File: src/rtl/exc_entry_pkg.sv
// Package: shared widths, type codes, classes and vector constants for the
// exception entry unit. Assumes a 32-bit address space.
package exc_entry_pkg;
    localparam int XLEN   = 32;
    localparam int TYPE_W = 5;
    localparam int CODE_W = 5;
    localparam int CE_W   = 2;
    localparam int DBG_W  = 6;
    localparam int DBG_IW = $clog2(DBG_W);

    typedef enum logic [1:0] {
        CLS_GEN = 2'd0,
        CLS_ERR = 2'd1,
        CLS_DBG = 2'd2
    } exc_cls_e;

    localparam logic [TYPE_W-1:0] TY_INT     = 5'd0;
    localparam logic [TYPE_W-1:0] TY_MOD     = 5'd1;
    localparam logic [TYPE_W-1:0] TY_TLBL    = 5'd2;
    localparam logic [TYPE_W-1:0] TY_TLBS    = 5'd3;
    localparam logic [TYPE_W-1:0] TY_ADEL    = 5'd4;
    localparam logic [TYPE_W-1:0] TY_ADES    = 5'd5;
    localparam logic [TYPE_W-1:0] TY_IBE     = 5'd6;
    localparam logic [TYPE_W-1:0] TY_DBE     = 5'd7;
    localparam logic [TYPE_W-1:0] TY_SYS     = 5'd8;
    localparam logic [TYPE_W-1:0] TY_BRK     = 5'd9;
    localparam logic [TYPE_W-1:0] TY_RI      = 5'd10;
    localparam logic [TYPE_W-1:0] TY_CPU     = 5'd11;
    localparam logic [TYPE_W-1:0] TY_OVF     = 5'd12;
    localparam logic [TYPE_W-1:0] TY_TRAP    = 5'd13;
    localparam logic [TYPE_W-1:0] TY_FPE     = 5'd15;
    localparam logic [TYPE_W-1:0] TY_TLBL_RF = 5'd16;
    localparam logic [TYPE_W-1:0] TY_TLBS_RF = 5'd17;
    localparam logic [TYPE_W-1:0] TY_NMI     = 5'd18;
    localparam logic [TYPE_W-1:0] TY_SRST    = 5'd19;
    localparam logic [TYPE_W-1:0] TY_DSS     = 5'd20;
    localparam logic [TYPE_W-1:0] TY_DINT    = 5'd21;
    localparam logic [TYPE_W-1:0] TY_DIB     = 5'd22;
    localparam logic [TYPE_W-1:0] TY_WATCH   = 5'd23;
    localparam logic [TYPE_W-1:0] TY_MCHK    = 5'd24;
    localparam logic [TYPE_W-1:0] TY_DBP     = 5'd25;
    localparam logic [TYPE_W-1:0] TY_DDBS    = 5'd26;
    localparam logic [TYPE_W-1:0] TY_DDBL    = 5'd27;

    localparam logic [CODE_W-1:0] CODE_INT  = 5'd0;
    localparam logic [CODE_W-1:0] CODE_TLBL = 5'd2;
    localparam logic [CODE_W-1:0] CODE_TLBS = 5'd3;
    localparam logic [CODE_W-1:0] CODE_RI   = 5'd10;

    localparam logic [DBG_IW-1:0] DB_DSS  = 3'd0;
    localparam logic [DBG_IW-1:0] DB_BP   = 3'd1;
    localparam logic [DBG_IW-1:0] DB_DDBL = 3'd2;
    localparam logic [DBG_IW-1:0] DB_DDBS = 3'd3;
    localparam logic [DBG_IW-1:0] DB_DIB  = 3'd4;
    localparam logic [DBG_IW-1:0] DB_DINT = 3'd5;

    localparam logic [XLEN-1:0] VEC_ERR     = 32'hBFC0_0000;
    localparam logic [XLEN-1:0] VEC_BEV_GEN = 32'hBFC0_0200;
    localparam logic [XLEN-1:0] VEC_DBG     = 32'hBFC0_0480;
    localparam logic [XLEN-1:0] OFF_DEF     = 32'h0000_0180;
    localparam logic [XLEN-1:0] OFF_REFILL  = 32'h0000_0000;
    localparam logic [XLEN-1:0] OFF_IV      = 32'h0000_0200;
    localparam logic [XLEN-1:0] EBASE_LOW   = 32'h0000_03FF;
    localparam logic [XLEN-1:0] INSN_BYTES  = 32'd4;
endpackage

File: src/rtl/exc_type_decode.sv
// Module: exc_type_decode
// Classifies an exception type code into general, error or debug entry and
// derives the exception code, the offset qualifiers and a one-hot debug flag.
// Assumes: an interrupt raised in debug mode is a debug interrupt; unknown
// codes are reserved instruction.
module exc_type_decode
    import exc_entry_pkg::*;
(
    input  logic [TYPE_W-1:0] type_i,
    input  logic              dm_i,
    output exc_cls_e          cls_o,
    output logic [CODE_W-1:0] code_o,
    output logic              refill_o,
    output logic              int_o,
    output logic              cpu_o,
    output logic              nmi_o,
    output logic              dss_o,
    output logic [DBG_W-1:0]  dbg_hot_o
);
    logic [DBG_IW-1:0] dbg_idx;

    // Map the type code to class, cause code and qualifiers.
    always_comb begin
        cls_o    = CLS_GEN;
        code_o   = CODE_RI;
        refill_o = 1'b0;
        int_o    = 1'b0;
        cpu_o    = 1'b0;
        nmi_o    = 1'b0;
        dss_o    = 1'b0;
        dbg_idx  = DB_DINT;
        case (type_i)
            TY_INT: begin
                if (dm_i) begin
                    cls_o = CLS_DBG;
                end else begin
                    code_o = CODE_INT;
                    int_o  = 1'b1;
                end
            end
            TY_MOD, TY_TLBL, TY_TLBS, TY_ADEL, TY_ADES, TY_IBE, TY_DBE,
            TY_SYS, TY_BRK, TY_RI, TY_OVF, TY_TRAP, TY_FPE, TY_WATCH,
            TY_MCHK: code_o = type_i;
            TY_CPU: begin
                code_o = type_i;
                cpu_o  = 1'b1;
            end
            TY_TLBL_RF: begin
                code_o   = CODE_TLBL;
                refill_o = 1'b1;
            end
            TY_TLBS_RF: begin
                code_o   = CODE_TLBS;
                refill_o = 1'b1;
            end
            TY_NMI: begin
                cls_o = CLS_ERR;
                nmi_o = 1'b1;
            end
            TY_SRST: cls_o = CLS_ERR;
            TY_DSS: begin
                cls_o   = CLS_DBG;
                dss_o   = 1'b1;
                dbg_idx = DB_DSS;
            end
            TY_DINT: begin
                cls_o   = CLS_DBG;
                dbg_idx = DB_DINT;
            end
            TY_DIB: begin
                cls_o   = CLS_DBG;
                dbg_idx = DB_DIB;
            end
            TY_DBP: begin
                cls_o   = CLS_DBG;
                dbg_idx = DB_BP;
            end
            TY_DDBS: begin
                cls_o   = CLS_DBG;
                dbg_idx = DB_DDBS;
            end
            TY_DDBL: begin
                cls_o   = CLS_DBG;
                dbg_idx = DB_DDBL;
            end
            default: code_o = CODE_RI;
        endcase
    end

    // One flag bit per debug cause, raised only for debug-class entries.
    for (genvar gi = 0; gi < DBG_W; gi++) begin : g_dbg_hot
        assign dbg_hot_o[gi] = (cls_o == CLS_DBG) && (dbg_idx == DBG_IW'(gi));
    end
endmodule

File: src/rtl/exc_vector_gen.sv
// Module: exc_vector_gen
// Computes the redirect address from the entry class, base selection and
// offset rules. Assumes exl_i is the exception level before this entry.
module exc_vector_gen
    import exc_entry_pkg::*;
(
    input  exc_cls_e        cls_i,
    input  logic            bev_i,
    input  logic            exl_i,
    input  logic            refill_i,
    input  logic            int_i,
    input  logic            iv_i,
    input  logic [XLEN-1:0] ebase_i,
    output logic [XLEN-1:0] vec_o
);
    logic [XLEN-1:0] base;
    logic [XLEN-1:0] offset;

    // Select base and offset, then form the final vector per class.
    always_comb begin
        base = bev_i ? VEC_BEV_GEN : (ebase_i & ~EBASE_LOW);
        if (refill_i && !exl_i) begin
            offset = OFF_REFILL;
        end else if (int_i && iv_i) begin
            offset = OFF_IV;
        end else begin
            offset = OFF_DEF;
        end
        case (cls_i)
            CLS_GEN: vec_o = base + offset;
            CLS_ERR: vec_o = VEC_ERR;
            default: vec_o = VEC_DBG;
        endcase
    end
endmodule

File: src/rtl/exc_return_pc.sv
// Module: exc_return_pc
// Applies the delay-slot rule to the faulting PC: a delay-slot instruction
// returns to the preceding branch. Assumes fixed 4-byte instructions.
module exc_return_pc
    import exc_entry_pkg::*;
(
    input  logic [XLEN-1:0] pc_i,
    input  logic            in_delay_i,
    input  logic            no_adjust_i,
    output logic [XLEN-1:0] ret_pc_o
);
    // Step back one instruction only for an adjustable delay-slot fault.
    always_comb begin
        ret_pc_o = (in_delay_i && !no_adjust_i) ? (pc_i - INSN_BYTES) : pc_i;
    end
endmodule

File: src/rtl/exc_entry_unit.sv
// Module: exc_entry_unit (top)
// Commits exception entry in one cycle: return register, status, cause and
// debug flags, together with a registered redirect strobe and address.
// Assumes at most one request per cycle; return from exception is external.
module exc_entry_unit
    import exc_entry_pkg::*;
#(
    parameter logic BEV_RESET = 1'b0
) (
    input  logic              clk,
    input  logic              rst_n,
    input  logic              req_i,
    input  logic [TYPE_W-1:0] type_i,
    input  logic [XLEN-1:0]   pc_i,
    input  logic              in_delay_i,
    input  logic              iv_i,
    input  logic [XLEN-1:0]   ebase_i,
    input  logic [CE_W-1:0]   cu_num_i,
    output logic              redirect_o,
    output logic [XLEN-1:0]   redirect_pc_o,
    output logic [XLEN-1:0]   epc_o,
    output logic [XLEN-1:0]   errorepc_o,
    output logic [XLEN-1:0]   depc_o,
    output logic              exl_o,
    output logic              erl_o,
    output logic              bev_o,
    output logic              nmi_o,
    output logic              sr_o,
    output logic              um_o,
    output logic              dm_o,
    output logic              bd_o,
    output logic [CODE_W-1:0] exccode_o,
    output logic [CE_W-1:0]   ce_o,
    output logic [DBG_W-1:0]  dbg_flags_o
);
    exc_cls_e          dec_cls;
    logic [CODE_W-1:0] dec_code;
    logic              dec_refill;
    logic              dec_int;
    logic              dec_cpu;
    logic              dec_nmi;
    logic              dec_dss;
    logic [DBG_W-1:0]  dec_dbg_hot;
    logic [XLEN-1:0]   vec;
    logic [XLEN-1:0]   ret_pc;

    logic              redirect_q;
    logic [XLEN-1:0]   redirect_pc_q;
    logic [XLEN-1:0]   epc_q;
    logic [XLEN-1:0]   errorepc_q;
    logic [XLEN-1:0]   depc_q;
    logic              exl_q;
    logic              erl_q;
    logic              bev_q;
    logic              nmi_q;
    logic              sr_q;
    logic              um_q;
    logic              dm_q;
    logic              bd_q;
    logic [CODE_W-1:0] code_q;
    logic [CE_W-1:0]   ce_q;
    logic [DBG_W-1:0]  dbg_q;

    exc_type_decode u_decode (
        .type_i    (type_i),
        .dm_i      (dm_q),
        .cls_o     (dec_cls),
        .code_o    (dec_code),
        .refill_o  (dec_refill),
        .int_o     (dec_int),
        .cpu_o     (dec_cpu),
        .nmi_o     (dec_nmi),
        .dss_o     (dec_dss),
        .dbg_hot_o (dec_dbg_hot)
    );

    exc_vector_gen u_vector (
        .cls_i    (dec_cls),
        .bev_i    (bev_q),
        .exl_i    (exl_q),
        .refill_i (dec_refill),
        .int_i    (dec_int),
        .iv_i     (iv_i),
        .ebase_i  (ebase_i),
        .vec_o    (vec)
    );

    exc_return_pc u_retpc (
        .pc_i        (pc_i),
        .in_delay_i  (in_delay_i),
        .no_adjust_i (dec_dss),
        .ret_pc_o    (ret_pc)
    );

    // Commit all entry state and the redirect in the cycle after a request.
    always_ff @(posedge clk) begin
        if (!rst_n) begin
            redirect_q    <= 1'b0;
            redirect_pc_q <= '0;
            epc_q         <= '0;
            errorepc_q    <= '0;
            depc_q        <= '0;
            exl_q         <= 1'b0;
            erl_q         <= 1'b0;
            bev_q         <= BEV_RESET;
            nmi_q         <= 1'b0;
            sr_q          <= 1'b0;
            um_q          <= 1'b1;
            dm_q          <= 1'b0;
            bd_q          <= 1'b0;
            code_q        <= '0;
            ce_q          <= '0;
            dbg_q         <= '0;
        end else begin
            redirect_q <= req_i;
            if (req_i) begin
                redirect_pc_q <= vec;
                um_q          <= 1'b0;
                case (dec_cls)
                    CLS_GEN: begin
                        if (!exl_q) begin
                            epc_q <= ret_pc;
                            bd_q  <= in_delay_i;
                            exl_q <= 1'b1;
                        end
                        code_q <= dec_code;
                        if (dec_cpu) begin
                            ce_q <= cu_num_i;
                        end
                    end
                    CLS_ERR: begin
                        errorepc_q <= ret_pc;
                        erl_q      <= 1'b1;
                        bev_q      <= 1'b1;
                        if (dec_nmi) begin
                            nmi_q <= 1'b1;
                        end else begin
                            sr_q <= 1'b1;
                        end
                        if (!exl_q) begin
                            bd_q <= 1'b0;
                        end
                    end
                    default: begin
                        depc_q <= ret_pc;
                        dm_q   <= 1'b1;
                        dbg_q  <= dbg_q | dec_dbg_hot;
                        if (!exl_q) begin
                            bd_q <= 1'b0;
                        end
                    end
                endcase
            end
        end
    end

    assign redirect_o    = redirect_q;
    assign redirect_pc_o = redirect_pc_q;
    assign epc_o         = epc_q;
    assign errorepc_o    = errorepc_q;
    assign depc_o        = depc_q;
    assign exl_o         = exl_q;
    assign erl_o         = erl_q;
    assign bev_o         = bev_q;
    assign nmi_o         = nmi_q;
    assign sr_o          = sr_q;
    assign um_o          = um_q;
    assign dm_o          = dm_q;
    assign bd_o          = bd_q;
    assign exccode_o     = code_q;
    assign ce_o          = ce_q;
    assign dbg_flags_o   = dbg_q;
endmodule

File: config.mk
export PLATFORM = sky130hd
export DESIGN_NAME = exc_entry_unit
export DESIGN_NICKNAME = d
export VERILOG_FILES = /design/src/rtl/exc_entry_pkg.sv /design/src/rtl/exc_type_decode.sv /design/src/rtl/exc_vector_gen.sv /design/src/rtl/exc_return_pc.sv /design/src/rtl/exc_entry_unit.sv
export SDC_FILE = /design/constraint.sdc
export NUM_CORES = 1
export LEC_CHECK = 0
export BUFFER_PORTS_ARGS = -buffer_cell sky130_fd_sc_hd__buf_2
export CAP_MARGIN = 20
export CORE_ASPECT_RATIO = 1.5
export CORE_MARGIN = 5
export CORE_UTILIZATION = 30
export CTS_BUF_LIST = sky130_fd_sc_hd__clkbuf_4 sky130_fd_sc_hd__clkbuf_8
export DETAILED_ROUTE_END_ITERATION = 7
export PLACE_DENSITY_LB_ADDON = 0.08
export RECOVER_POWER = 25
export SETUP_SLACK_MARGIN = 0.02
export SLEW_MARGIN = 0
export SYNTH_ARGS = -nofsm -noshare
export SYNTH_HDL_FRONTEND = slang
export SYNTH_HIERARCHICAL = 1
export SYNTH_SLANG_ARGS = --single-unit
File: constraint.sdc
create_clock -name clk -period 4.55 [get_ports clk]
set_clock_uncertainty 0.05 [all_clocks]
set_input_delay 0.6825 -clock clk [delete_from_list [all_inputs] [get_ports clk]]
set_output_delay 0.6825 -clock clk [all_outputs]
set_load 0.03 [all_outputs]
# --- Word level (Yosys, flattened, before mapping) ---
# Index checks and enable logic that the tools add are counted.
word_totals:
  out_inout_bits: 150
  inputBits: 76
  register_bits: 149
  wordCells: 100
classes:
  eq_ne: 33
  muxes: 19
  bitwise: 4
  n_addsub: 2
  reduce_logical: 27
op_table:
  columns: ["operator", "count"]
  rows:
  - ["2-to-1 mux 32 bit", 2]
  - ["one-hot mux 32 bit (2 select lines)", 1]
  - ["equality test 5 bit, second input constant", 12]
  - ["equality test 5 x 4 -> 1 bit, second input constant", 7]
  - ["adder 32 bit", 1]
  - ["subtractor 32 x 3 -> 32 bit, second input constant", 1]
  - ["equality test 5 x 3 -> 1 bit, second input constant", 4]
  - ["2-to-1 mux 10 bit", 2]
  - ["one-hot mux 5 bit (4 select lines)", 1]
  - ["OR reduction 16 bit", 1]
  - ["one-hot mux 3 bit (5 select lines)", 1]
  - ["AND reduction 3 bit", 4]
  - ["equality test 5 x 2 -> 1 bit, second input constant", 2]
  - ["logical AND 1 bit", 9]
  - ["2-to-1 mux 1 bit", 9]
  - ["AND reduction 2 bit", 4]
  - ["equality test 3 x 2 -> 1 bit, second input constant", 2]
  - ["equality test 3 bit, second input constant", 2]
  - ["bitwise OR 6 bit", 1]
  - ["one-hot mux 2 bit (3 select lines)", 1]
  - ["OR reduction 2 bit", 3]
  - ["OR reduction 6 bit", 1]
  - ["equality test 5 x 1 -> 1 bit, second input constant", 1]
  - ["zero test 5 bit", 1]
  - ["9 further kinds", 12]

# --- Depth between registers and ports, before layout ---
depth:
  ltp_word: 7
  mapped_depth: 13
  mapped_depth_nobuf: 11

# --- Modules after synthesis ---
# Netlist, hierarchy kept.
modules_own_cells:
  columns: ["mod", "area_each_um2", "instances", "cells_each", "seq_area_each_um2"]
  rows:
  - ["exc_entry_unit", 5713.0, 1, 572, 2982.9]
  - ["exc_return_pc", 760.7, 1, 92, 0.0]
  - ["exc_vector_gen", 696.9, 1, 111, 0.0]
  - ["exc_type_decode", 282.8, 1, 49, 0.0]

# --- Worst setup path before layout ---
# OpenSTA, ideal clock, no wires.
synth_timing:
  path_type: "in2reg"
  start: "input port type_i[1]"
  end: "register redirect_pc_q[25] (netlist: redirect_pc_o[25])"
  stages: 13
  arrival_ns: 3.323
  setup_time_ns: 0.065
  required_time_ns: 4.435
  path_buffers: 2
  path_slack_ns: 1.112
  path_cell_list: "buf_2 > or3_1 > nor4_2 > nand2_1 > nor2_1 > ha_1 > nand4_2 > or4_4 > buf_6 > or4_1 > nand3_1 > mux2i_1 > nor2_1"
synth_via:
  elab_chain_cells: 7
  elab_cells_between_ends: 25
  cone_classes: "add/sub (1); eq/ne (11); mux (6); reduce/logical (7)"
synth_rtl:
  columns: ["item", "line", "source"]
  rows:
  - ["from (decl)", "exc_entry_unit.sv:13", "input logic [TYPE_W-1:0] type_i,"]
  - ["zero test 5 bit", "exc_type_decode.sv:32", "case (type_i)"]
  - ["2-to-1 mux 1 bit", "exc_type_decode.sv:32", null]
  - ["named net dec_int", "exc_entry_unit.sv:39", "logic dec_int;"]
  - ["logical AND 1 bit", "exc_vector_gen.sv:24", "end else if (int_i && iv_i) begin"]
  - ["2-to-1 mux 10 bit", "exc_vector_gen.sv:24", null]
  - ["2-to-1 mux 10 bit", "exc_vector_gen.sv:22", "if (refill_i && !exl_i) begin"]
  - ["adder 32 bit", "exc_vector_gen.sv:30", "CLS_GEN: vec_o = base + offset;"]
  - ["one-hot mux 32 bit (2 select lines)", "exc_vector_gen.sv:29", "case (cls_i)"]
  - ["named net vec[25]", "exc_entry_unit.sv:44", "logic [XLEN-1:0] vec;"]
  - ["to (signal assigned)", "exc_entry_unit.sv:117", "redirect_pc_q <= vec;"]
  - ["to (decl)", "exc_entry_unit.sv:48", "logic [XLEN-1:0] redirect_pc_q;"]
# The timed path passes the listed nets, and every way through them passes these cells.
# A chain may end at the register's enable or synchronous reset.

# --- Worst setup path in the final report ---
layout_timing:
  start: "input port type_i[0]"
  end: "register redirect_pc_q[30] (netlist: redirect_pc_o[30])"
# The elaborated chain is that of the path after synthesis.

==> impl_results.md <==
- Final worst path period need: 3.37 ns
- CP Class: input pin to flop
- Unrepaired setup endpoints after global routing: no
- Worst Hold Launch: um_o
- Global-route usage over all layers: 16.4%
- Port Buffers: 215
- Final setup viols: 0
- Slew Limit Headroom: between 30% and 40%
- Vias per inst: around 4.7
- Arr. time, crit path: 3.71 ns
- Num CTS Buffers: 17
- FF+latch count, synth: 149
- DIE WIDTH: 139 um
- Layout cells sized above 1: 22.7%
- Worst-skew pair later-pin latency: 0.46 ns
- # DRC: 0
- Max FO, Critical Path: 14
- # clock sinks: 149
- Post-synth ARST share: 0%
- Sequential fraction of the synthesis area: 40.0%
- Worst vdd ir: roughly 0.19 mV
- Pint: 2.17 mW
- Clk slew on worst S/H paths: 0.09 ns
- Sum Neg Setup Slack: 0 ns
- Number of hold violations in the final report: 0
- Primary FF master, synth: dfxtp_1
- Finished Cell Area: 0.00896 mm^2
- First-pass GRT wire length: about 37000 um
- Synthesized area per cell: around 9.0 um^2
- Gr ovfl total: 0
- CP Launch Type: input pin
- Cell area after synthesis: 0.00745 mm^2
- Worst Path Buf+Inv: 1
- LEAKAGE: 3.94 nW
- CTS Hold Buffers Added: 0
- Max-Cap Viols: 0
- Fin nets: between 1000 and 1500
- EDFF count, synth: 0
- Antenna-violating nets left: 0
- Most frequent cells in the layout: 149 x dfxtp_1, 139 x buf_2, 131 x nand2_1, 104 x mux2i_1, 74 x clkbuf_1
- Die ar.: 0.0282 mm^2
- Mapped Cells: 824
- Most common cell after layout, fill and taps aside: dfxtp_1
- RR Startpoint: dm_o
- Library cells used by synthesis: 64
- Initial Utilization: between 30% and 40%
- Clock share of power: 38.4%
- H-tree depth: 4
- Gate power share: 16.2%
- Slack of the worst reg-to-reg path: 1.47 ns
- DP HPWL: about 17000 um
- Initial DRC Count: 209
- CTS root buffer: clkbuf_8
- WL/cell: 17.4 um
- Num rows: 70
- CTS tree: built
- CTS resizes: 0
- Switch Pwr: 0.900 mW
- Core Region: 0.0244 mm^2
- Req. time, crit path: 4.89 ns
- Final Slew Violations: 0
- Crit. Startpoint: type_i[0]
- DP Worst Slack: 0.656 ns
- Syn. warnings: 6
- Worst hold path type: flop to flop
- Via count: ~6300
- CP max-delay cell: or4_4
- GPL Wtd Cong: 0.760
- Fin util: 36.7%
- Run status: completed
- Critical path's top delay family: simple AND/OR/NAND/NOR gates
- Chip height: 203 um
- CP most frequent cell: nor2_1
- Fillers: 2627
- Power, Total: 3.07 mW
- Largest net degree at the start of global routing: 65
- Setup ws final: 1.18 ns
- Crit path capture type: flop
- Placed Area: 0.00860 mm^2
- Final WL: between 20000 and 25000 um
- I/O pin total: 226
- Vias in the first global route: around 6600
- Crit path cell chain: buf_2, or3_1, nor4_2, nand2_1, nor2_1, ha_1, nand4_2, or4_4, or4_1, a21oi_1, mux2i_1, nor2_1
- Worst-Margin Slew: 0.935 ns
- Setup Buffers After CTS: 0
- Net Sw Frac: between 20 and 30%
- Power per standard cell area: about 340 mW/mm^2
- Initial antenna violation count: 2
- Area grow syn2layout: 20.3%
- Fmax: 297 MHz
- Slowest Stage Delay on Critical Path: 0.62 ns
- Final Cycle Share: 74.1%
- CTS max path bufs: 2
- First-pass detailed-route iteration total: 4
- Seq pwr share: 45.4%
cells by family after synthesis:
family | after synthesis | share of synthesized area [%]
XOR/XNOR | 34 | 4.00
AND/OR/NAND/NOR | 344 | 24.3
AO/OA/AOI/OAI | 108 | 10.2
flip-flops | 149 | 40.0
buffers and inverters | 79 | 6.60
adder cells (fa/ha/maj) | 3 | 0.504
multiplexers | 106 | 14.3
other | 1 | 0.0503
final timing paths:
path	endpoint	cells after the start
hold reg to reg	um_o	2
setup reg to reg	redirect_pc_o[7]	9
hold / removal	um_o	2
setup / recovery	redirect_pc_o[30]	12
power groups by stage:
| stage | clock, mW | sequential (mW) | combinational (mW) |
|---|---|---|---|
| 2_1_floorplan | 0 | 1.53 | 0.247 |
| 3_3_place_gp | 0 | 1.42 | 0.516 |
| 3_5_place_dp | 0 | 1.42 | 0.516 |
| 4_1_cts | 1.24 | 1.39 | 0.517 |
| 5_1_grt | 1.28 | 1.40 | 0.543 |
| 6_report | 1.18 | 1.39 | 0.498 |
Yosys cell counts, types with 2 or more instances:
master,n,share of area [%]
o21ai_1,3,0.20
or2_2,3,0.25
a21bo_1,12,1.6
nor3_1,19,1.3
a31oi_1,10,0.84
nor4b_2,2,0.40
dfxtp_1,149,40
nand2b_1,5,0.42
nor3_2,3,0.40
buf_1,8,0.40
nor2_1,62,3.1
or4_1,5,0.50
o21a_1,2,0.20
ha_1,3,0.50
o31ai_1,4,0.40
mux2i_1,104,14
nand4_1,4,0.34
or4_4,2,0.30
or3_1,9,0.76
inv_1,7,0.35
buf_4,17,1.7
and3_1,3,0.25
buf_12,3,0.81
buf_2,24,1.6
a21oi_1,41,2.8
buf_6,7,1.1
nand2_1,131,6.6
nand3b_1,6,0.60
a21bo_2,20,2.7
nor4_4,5,1.4
nand3_1,41,2.8
nor4_1,5,0.42
clkbuf_1,12,0.60
or2_1,2,0.17
xnor2_1,15,1.8
nor2b_1,9,0.76
and4_1,2,0.24
nor4_2,4,0.67
o21ai_0,8,0.54
and2_1,11,0.92
xor2_1,19,2.2
registers in the layout (all words and copies together) (netlist names), 2 cells and up:
signal,flops
redirect_pc_o,32
exccode_o,5
depc_o,32
epc_o,32
ce_o,2
dbg_flags_o,6
errorepc_o,32
through the flow:
stage	std cells	hold WS [ns]
floorplan	830	0.517
global placement	1307	0.380
detailed placement	1307	0.387
CTS	1339	0.384
global route	1340	0.402
finish	1340	0.402
area by class of cell:
cell class,count,area [um^2],share of cell area (%)
diodes,1,2.50,0.0279
clock buffers,21,283,3.15
clock inverters,11,173,1.93
inverters,8,30.0,0.335
multi-input cells,602,4020,44.8
flip-flops and latches,149,2980,33.3
well taps,324,405,4.52
repair buffers,224,1070,11.9
layer usage:
layer / global-route usage [%] / routed length [um] / up-vias
li1: - / - / 3174
met1: 17.9 / 9220 / 2908
met2: 30.3 / 12300 / 163
met3: 5.16 / 1450 / 19
met4: 5.10 / 297 / 2
met5: 0 / 7 / -
tightest hold or removal path, delay by kind of cell, from the launching register on:
kind            cells  cell delay [ns]
compound gates      1             0.05
buf+inv             1             0.05
flops               1             0.32
No activity file was read; power rests on OpenSTA's default activity.
